## src/rtl/pmode_pkg.sv

```systemverilog
package pmode_pkg;
  typedef enum logic [1:0] {
    MODE_RUN   = 2'd0,
    MODE_IDLE  = 2'd1,
    MODE_PDOWN = 2'd2
  } pmode_e;
endpackage

```

## src/rtl/pmode_reg.sv

```systemverilog
module pmode_reg #(
  parameter int REG_W    = 8,
  parameter int IDLE_BIT = 0,
  parameter int PD_BIT   = 1
) (
  input  logic             clk,
  input  logic             rst,
  input  logic             wr_take,
  input  logic [REG_W-1:0] wr_data,
  input  logic             clr_idle,
  input  logic             clr_pd,
  output logic [REG_W-1:0] q
);
  logic [REG_W-1:0] clr_mask;

  for (genvar i = 0; i < REG_W; i++) begin : g_mask
    if (i == IDLE_BIT) begin : g_idle
      assign clr_mask[i] = clr_idle;
    end else if (i == PD_BIT) begin : g_pd
      assign clr_mask[i] = clr_pd;
    end else begin : g_keep
      assign clr_mask[i] = 1'b0;
    end
  end

  always_ff @(posedge clk) begin
    if (rst) begin
      q <= '0;
    end else if (wr_take) begin
      q <= wr_data;
    end else begin
      q <= q & ~clr_mask;
    end
  end
endmodule

```

## src/rtl/pmode_seq.sv

```systemverilog
module pmode_seq
  import pmode_pkg::*;
(
  input  logic   clk,
  input  logic   rst,
  input  logic   wr_en,
  input  logic   req_idle,
  input  logic   req_pd,
  input  logic   irq_pending,
  input  logic   ext_irq_pending,
  output logic   wr_take,
  output logic   clr_idle,
  output logic   clr_pd,
  output pmode_e mode_nxt
);
  pmode_e mode_q;
  logic   wake_idle;
  logic   wake_pd;

  assign wr_take   = wr_en && (mode_q == MODE_RUN);
  assign wake_idle = (mode_q == MODE_IDLE) && (irq_pending || ext_irq_pending);
  assign wake_pd   = (mode_q == MODE_PDOWN) && ext_irq_pending;
  assign clr_idle  = wake_idle || wake_pd;
  assign clr_pd    = wake_pd;

  always_comb begin
    mode_nxt = mode_q;
    unique case (mode_q)
      MODE_RUN: begin
        if (wr_take && req_pd)        mode_nxt = MODE_PDOWN;
        else if (wr_take && req_idle) mode_nxt = MODE_IDLE;
      end
      MODE_IDLE:  if (wake_idle) mode_nxt = MODE_RUN;
      MODE_PDOWN: if (wake_pd)   mode_nxt = MODE_RUN;
      default:    mode_nxt = MODE_RUN;
    endcase
  end

  always_ff @(posedge clk) begin
    if (rst) mode_q <= MODE_RUN;
    else     mode_q <= mode_nxt;
  end
endmodule

```

## src/rtl/pmode_clken.sv

```systemverilog
module pmode_clken
  import pmode_pkg::*;
(
  input  logic       clk,
  input  logic       rst,
  input  pmode_e     mode_nxt,
  output logic       cpu_clk_en,
  output logic       per_clk_en,
  output logic [1:0] mode_status
);
  always_ff @(posedge clk) begin
    if (rst) begin
      cpu_clk_en  <= 1'b1;
      per_clk_en  <= 1'b1;
      mode_status <= MODE_RUN;
    end else begin
      cpu_clk_en  <= (mode_nxt == MODE_RUN);
      per_clk_en  <= (mode_nxt != MODE_PDOWN);
      mode_status <= mode_nxt;
    end
  end
endmodule

```

## src/rtl/pmode_ctrl.sv

```systemverilog
module pmode_ctrl
  import pmode_pkg::*;
#(
  parameter int REG_W    = 8,
  parameter int IDLE_BIT = 0,
  parameter int PD_BIT   = 1
) (
  input  logic             clk,
  input  logic             rst,
  input  logic             reg_wr_en,
  input  logic [REG_W-1:0] reg_wr_data,
  input  logic             irq_pending,
  input  logic             ext_irq_pending,
  output logic             cpu_clk_en,
  output logic             per_clk_en,
  output logic [1:0]       mode_status,
  output logic [REG_W-1:0] reg_rd_data
);
  logic   wr_take;
  logic   clr_idle;
  logic   clr_pd;
  pmode_e mode_nxt;

  pmode_seq u_seq (
    .clk             (clk),
    .rst             (rst),
    .wr_en           (reg_wr_en),
    .req_idle        (reg_wr_data[IDLE_BIT]),
    .req_pd          (reg_wr_data[PD_BIT]),
    .irq_pending     (irq_pending),
    .ext_irq_pending (ext_irq_pending),
    .wr_take         (wr_take),
    .clr_idle        (clr_idle),
    .clr_pd          (clr_pd),
    .mode_nxt        (mode_nxt)
  );

  pmode_reg #(
    .REG_W    (REG_W),
    .IDLE_BIT (IDLE_BIT),
    .PD_BIT   (PD_BIT)
  ) u_reg (
    .clk      (clk),
    .rst      (rst),
    .wr_take  (wr_take),
    .wr_data  (reg_wr_data),
    .clr_idle (clr_idle),
    .clr_pd   (clr_pd),
    .q        (reg_rd_data)
  );

  pmode_clken u_clken (
    .clk         (clk),
    .rst         (rst),
    .mode_nxt    (mode_nxt),
    .cpu_clk_en  (cpu_clk_en),
    .per_clk_en  (per_clk_en),
    .mode_status (mode_status)
  );
endmodule

```

## config.mk

```make
export PLATFORM = sky130hd
export DESIGN_NAME = pmode_ctrl
export DESIGN_NICKNAME = d
export VERILOG_FILES = /design/src/rtl/pmode_pkg.sv /design/src/rtl/pmode_reg.sv /design/src/rtl/pmode_seq.sv /design/src/rtl/pmode_clken.sv /design/src/rtl/pmode_ctrl.sv
export SDC_FILE = /design/constraint.sdc
export NUM_CORES = 1
export LEC_CHECK = 0
export CORE_MARGIN = 4
export CORE_UTILIZATION = 30
export DETAILED_ROUTE_END_ITERATION = 10
export SKIP_CTS_REPAIR_TIMING = 1
export SYNTH_ARGS = -nofsm -noshare
export SYNTH_HDL_FRONTEND = slang
export SYNTH_HIERARCHICAL = 1
export SYNTH_SLANG_ARGS = --single-unit
```

## constraint.sdc

```tcl
create_clock -name clk -period 1.4 [get_ports clk]
set_input_delay 0.21 -clock clk [delete_from_list [all_inputs] [get_ports clk]]
set_output_delay 0.21 -clock clk [all_outputs]
set_load 0.01 [all_outputs]
```

Word level (Yosys, flattened, before mapping)
Cells that the tools add are included.
Widths: inputs -> output; s select.

storage, ports and cells
  bits in writable memories = 0
  logic and storage cells = 24
  memories kept = 0
  output and inout bits = 12
  bits in latches = 0
  bits in registers = 12
  bits of input ports = 13
  memory bits (read-only) = 0

cells by class
  $add $sub $neg = 0
  div/mod/pow operators = 0
  magnitude comparators = 0
  equality and inequality tests = 3
  bitwise operators = 2
  reductions and logical operators = 9
  multiply operators = 0
  mux-type cells = 6
  shifts and indexed selects = 0

operator list
  cell                count
  $and 8x8->8         1
  $mux 2              4
  $mux 8              1
  $not 2->8           1
  $pmux 2 s3          1
  $logic_and 1x1->1   5
  $logic_not 2->1     2
  $eq 2x1->1 const B  1
  $eq 2x2->1 const B  1
  $logic_or 1x1->1    2
  $ne 2x2->1 const B  1

Logic depth before layout (Yosys ltp)
  word-level depth = 7
  gate-level depth with buffers = 5
  mapped depth without buffers = 4

Cells and area by module
The synthesis kept the hierarchy.

by module, submodules not included
  module       cells each  times used  area an instance (um^2)  sequential area each (um^2)
  pmode_reg    28          1           292.8                    160.2
  pmode_seq    18          1           147.6                    40.0
  pmode_clken  8           1           108.9                    80.1

Worst setup path after synthesis
No wires, ideal clock.

  path kind = reg-to-reg
  start point = register u_seq.mode_q[0]
  end point = register u_reg.q[2]
  required time = 1.276 ns
  data arrival time = 1.249 ns
  library setup time = 0.124 ns
  period minus slack after synthesis = 1.373 ns
  path slack = 0.027 ns
  buffers on the path = 1
  cell stages (with the launch flop) = 6
  cells stage by stage = dfxtp_1 > or3b_2 > inv_1 > buf_6 > mux2i_1 > nor2_1

between the ends
  longest elaborated chain between the ends = 3

RTL lines
  element                   line              text
  start: declaration        pmode_seq.sv:16   pmode_e mode_q;
  start signal: assignment  pmode_seq.sv:41   else mode_q <= mode_nxt;
  $logic_not 2->1           pmode_seq.sv:20   assign wr_take = wr_en && (mode_q == MODE_RUN);
  $logic_and 1x1->1         pmode_seq.sv:20
  via wr_take               pmode_ctrl.sv:19  logic wr_take;
  $mux 8                    pmode_reg.sv:29   end else if (wr_take) begin
  end signal: assignment    pmode_reg.sv:30   q <= wr_data;
  end signal: assignment    pmode_reg.sv:32   q <= q & ~clr_mask;
  end: declaration          pmode_reg.sv:12   output logic [REG_W-1:0] q

The timed path passes the listed nets, and every way through them passes these cells.
A chain may end at the register's enable or synchronous reset.

Final worst setup path
  start point = input port reg_wr_en
  end point = register u_reg.q[1]

between the ends
  longest elaborated chain between the ends = 2

RTL lines
  element             line              text
  start: declaration  pmode_ctrl.sv:10  input logic reg_wr_en,
  $logic_and 1x1->1   pmode_seq.sv:20
  via wr_take         pmode_ctrl.sv:19
  $mux 8              pmode_reg.sv:29

The timed path passes the listed nets, and every way through them passes these cells.

==> results.cfg <==
[status]
outcome = completed

[final_layout]
final_common_cell = clkdlybuf4s50_1
final_nets = 104
final_util_pct = 55.43
final_cell_mix = clkdlybuf4s50_1, dfxtp_1, buf_4
finalNonFillerCells = 115
drive_above_1_share_pct = 22.22
syn_to_final_growth_pct = 74.26
n_antenna_cell = 0

[critical_path]
crit_type = in2reg
reg2reg_from = u_seq/mode_q[0]
crit_chain = clkdlybuf4s50_1 -> or3b_4 -> inv_2 -> buf_12 -> or3b_1 -> a21oi_1
startpoint = reg_wr_en
worstPathArrival_ns = 1.59
crit_required_ns = 1.61
cp-start-kind = input pin
critPathCaptureType = flop
slowest_stage = clkdlybuf4s50_1
cp_max_fo = 10
slowest_delay_ns = 0.42

[detailed_routing]
vias_per_cell = 4.322
ant_nets = 0
drt_iter0_markers = 3
dr_total_vias = 497
dr.pass1.iters = 3
drc_errors = 0
wl_per_cell_um = 11.29
routed_wl_um = 1298

[timing]
final_hold_viol_count = 0
maxSlewHeadroom_pct = 87.82
rsz0062_at_grt = false
tns_ns = 0
fin_skew_ns = 0.002489
worst_pin_slew_ns = 0.1827
fmax_mhz = 724.6
min_period_ns = 1.380
finalSetupViolCount = 0
drv_slew = 0
hold_slack_ns = 0.5018
fin_crit_sh_pct = 98.57

[floorplanning]
die_area_sq_um = 2580
ios = 25
die_x_um = 50.79
design.core.area_sq_um = 1727
start_util_pct = 31.81
die_h_um = 50.79
rows = 15

[logic_synthesis]
synth_area_sq_um = 549.3
syn_area_per_cell_sq_um = 10.17
synth_cells = 54
synthTopCellsByArea = dfxtp_1, mux2i_1, nor2_1, or3b_1, or3b_2
synth_area_leader_cell = dfxtp_1
yosysSeqAreaShare_pct = 51.03
ys_ff_latch = 14
yosysWarnings = 6
yosysTopAreaCellShare_pct = 51.03
syn-num-nets = 67
yosysUniqueCellTypes = 20

[global_routing]
grt_pass1_vias = 487
grt.total_usage_pct = 10.58
antenna_found_initial = 0
grt_pass1_wl_um = 2014
grt_start_max_net_pins = 11
grt.overflow.total = 0

[cts]
htreeDepth = 1
cts_tree = yes
cts.sinks = 14
clock_path_buffers = 2
clkTransAtPathRegs_ns = 0.09
cts_buffers = 3
clock-root-buffer = clkbuf_4
clk_latency_ns = 0.28

[placed_design]
globalplace.congestion = 0.7969
place_inst = 111
io_buffers = 24
dpl.hpwl_um = 935.9

[flow_run]
drv_cap = 0

[power]
ir_drop_v = 0.0004474
total_power_uw = 914.4
leakagePower_uw = 0.0005086
p_per_area_nw_per_um2 = 955.3

[worst_hold_path]
worstHoldStart = u_reg/q[5]
min_path_type = reg2reg
[cell families (layout without fill, tap and decap cells)]
group / Yosys count / in the layout / share of synthesized area (%)
and+or+nand+nor: 23 / 23 / 24.83
DFF: 14 / 14 / 51.03
AOI/OAI and AO/OA: 8 / 8 / 9.795
muxes: 6 / 6 / 10.93
buffers and inverters: 3 / 39 / 3.415
[through the flow]
stage / worst slack [ns] / instance area (sq um)
after floorplan: 0.02652 / 549.3
after global routing: 0.002370 / 957.2
after CTS: -0.05150 / 929.6
after global placement: -0.3406 / 893.4
final: 0.02000 / 957.2
after detailed placement: -0.3536 / 893.4
[per-layer routing]
metal | wire length, um | vias to the layer above | global-route usage (%)
met5 | 0 | - | 0
met4 | 20 | 0 | 5.381
met3 | 121 | 2 | 4.748
met2 | 546 | 21 | 16.09
met1 | 610 | 217 | 12.43
li1 | - | 257 | -
[state kept, by name, summed over array words and instances (netlist names)]
| signal | flops |
|---|---|
| u_clken/cpu_clk_en | 1 |
| u_clken/per_clk_en | 1 |
| u_clken/mode_status | 2 |
| u_seq/mode_q | 2 |
| u_reg/q | 8 |
[critical path, delay by kind of cell]
kind / cells / cell delay [ns]
AND/OR/NAND/NOR: 2 / 0.62
AO/OA/AOI/OAI: 1 / 0.17
buffers and inverters: 3 / 0.59
[cell usage after synthesis]
| cell type | number |
|---|---|
| a211oi_1 | 1 |
| a21oi_1 | 3 |
| buf_1 | 1 |
| buf_6 | 1 |
| dfxtp_1 | 14 |
| inv_1 | 1 |
| mux2i_1 | 6 |
| nand2_1 | 3 |
| nand2b_1 | 1 |
| nand3b_1 | 1 |
| nor2_1 | 8 |
| nor2b_1 | 2 |
| o21ai_1 | 1 |
| o21bai_1 | 1 |
| o22ai_1 | 1 |
| o22ai_2 | 1 |
| or2b_1 | 2 |
| or3b_1 | 3 |
| or3b_2 | 2 |
| or4b_1 | 1 |
[worst paths after layout]
kind,slack [ns],end,cells after the start
max reg2reg,0.10,u_seq/mode_q[0],4
min reg2reg,0.50,u_reg/q[5],2
max,0.02,u_reg/q[1],6
min,0.50,u_reg/q[5],2
[power breakdown]
group          internal [uW]  switching (uW)  leakage (uW)
registers                423            10.7      0.000115
logic                    118            70.2      0.000372
clock network            158             135     0.0000210
total                    699             215      0.000509
[layout make-up]
type | instances | area (sq um)
Clock buffer | 4 | 36.28
Fill cell | 171 | 769.5
Inverter | 1 | 3.754
Multi-Input combinational cell | 37 | 256.5
Sequential cell | 14 | 281.5
Tap cell | 25 | 31.28
Timing Repair Buffer | 34 | 347.8
(Power assumes the default switching activity.)
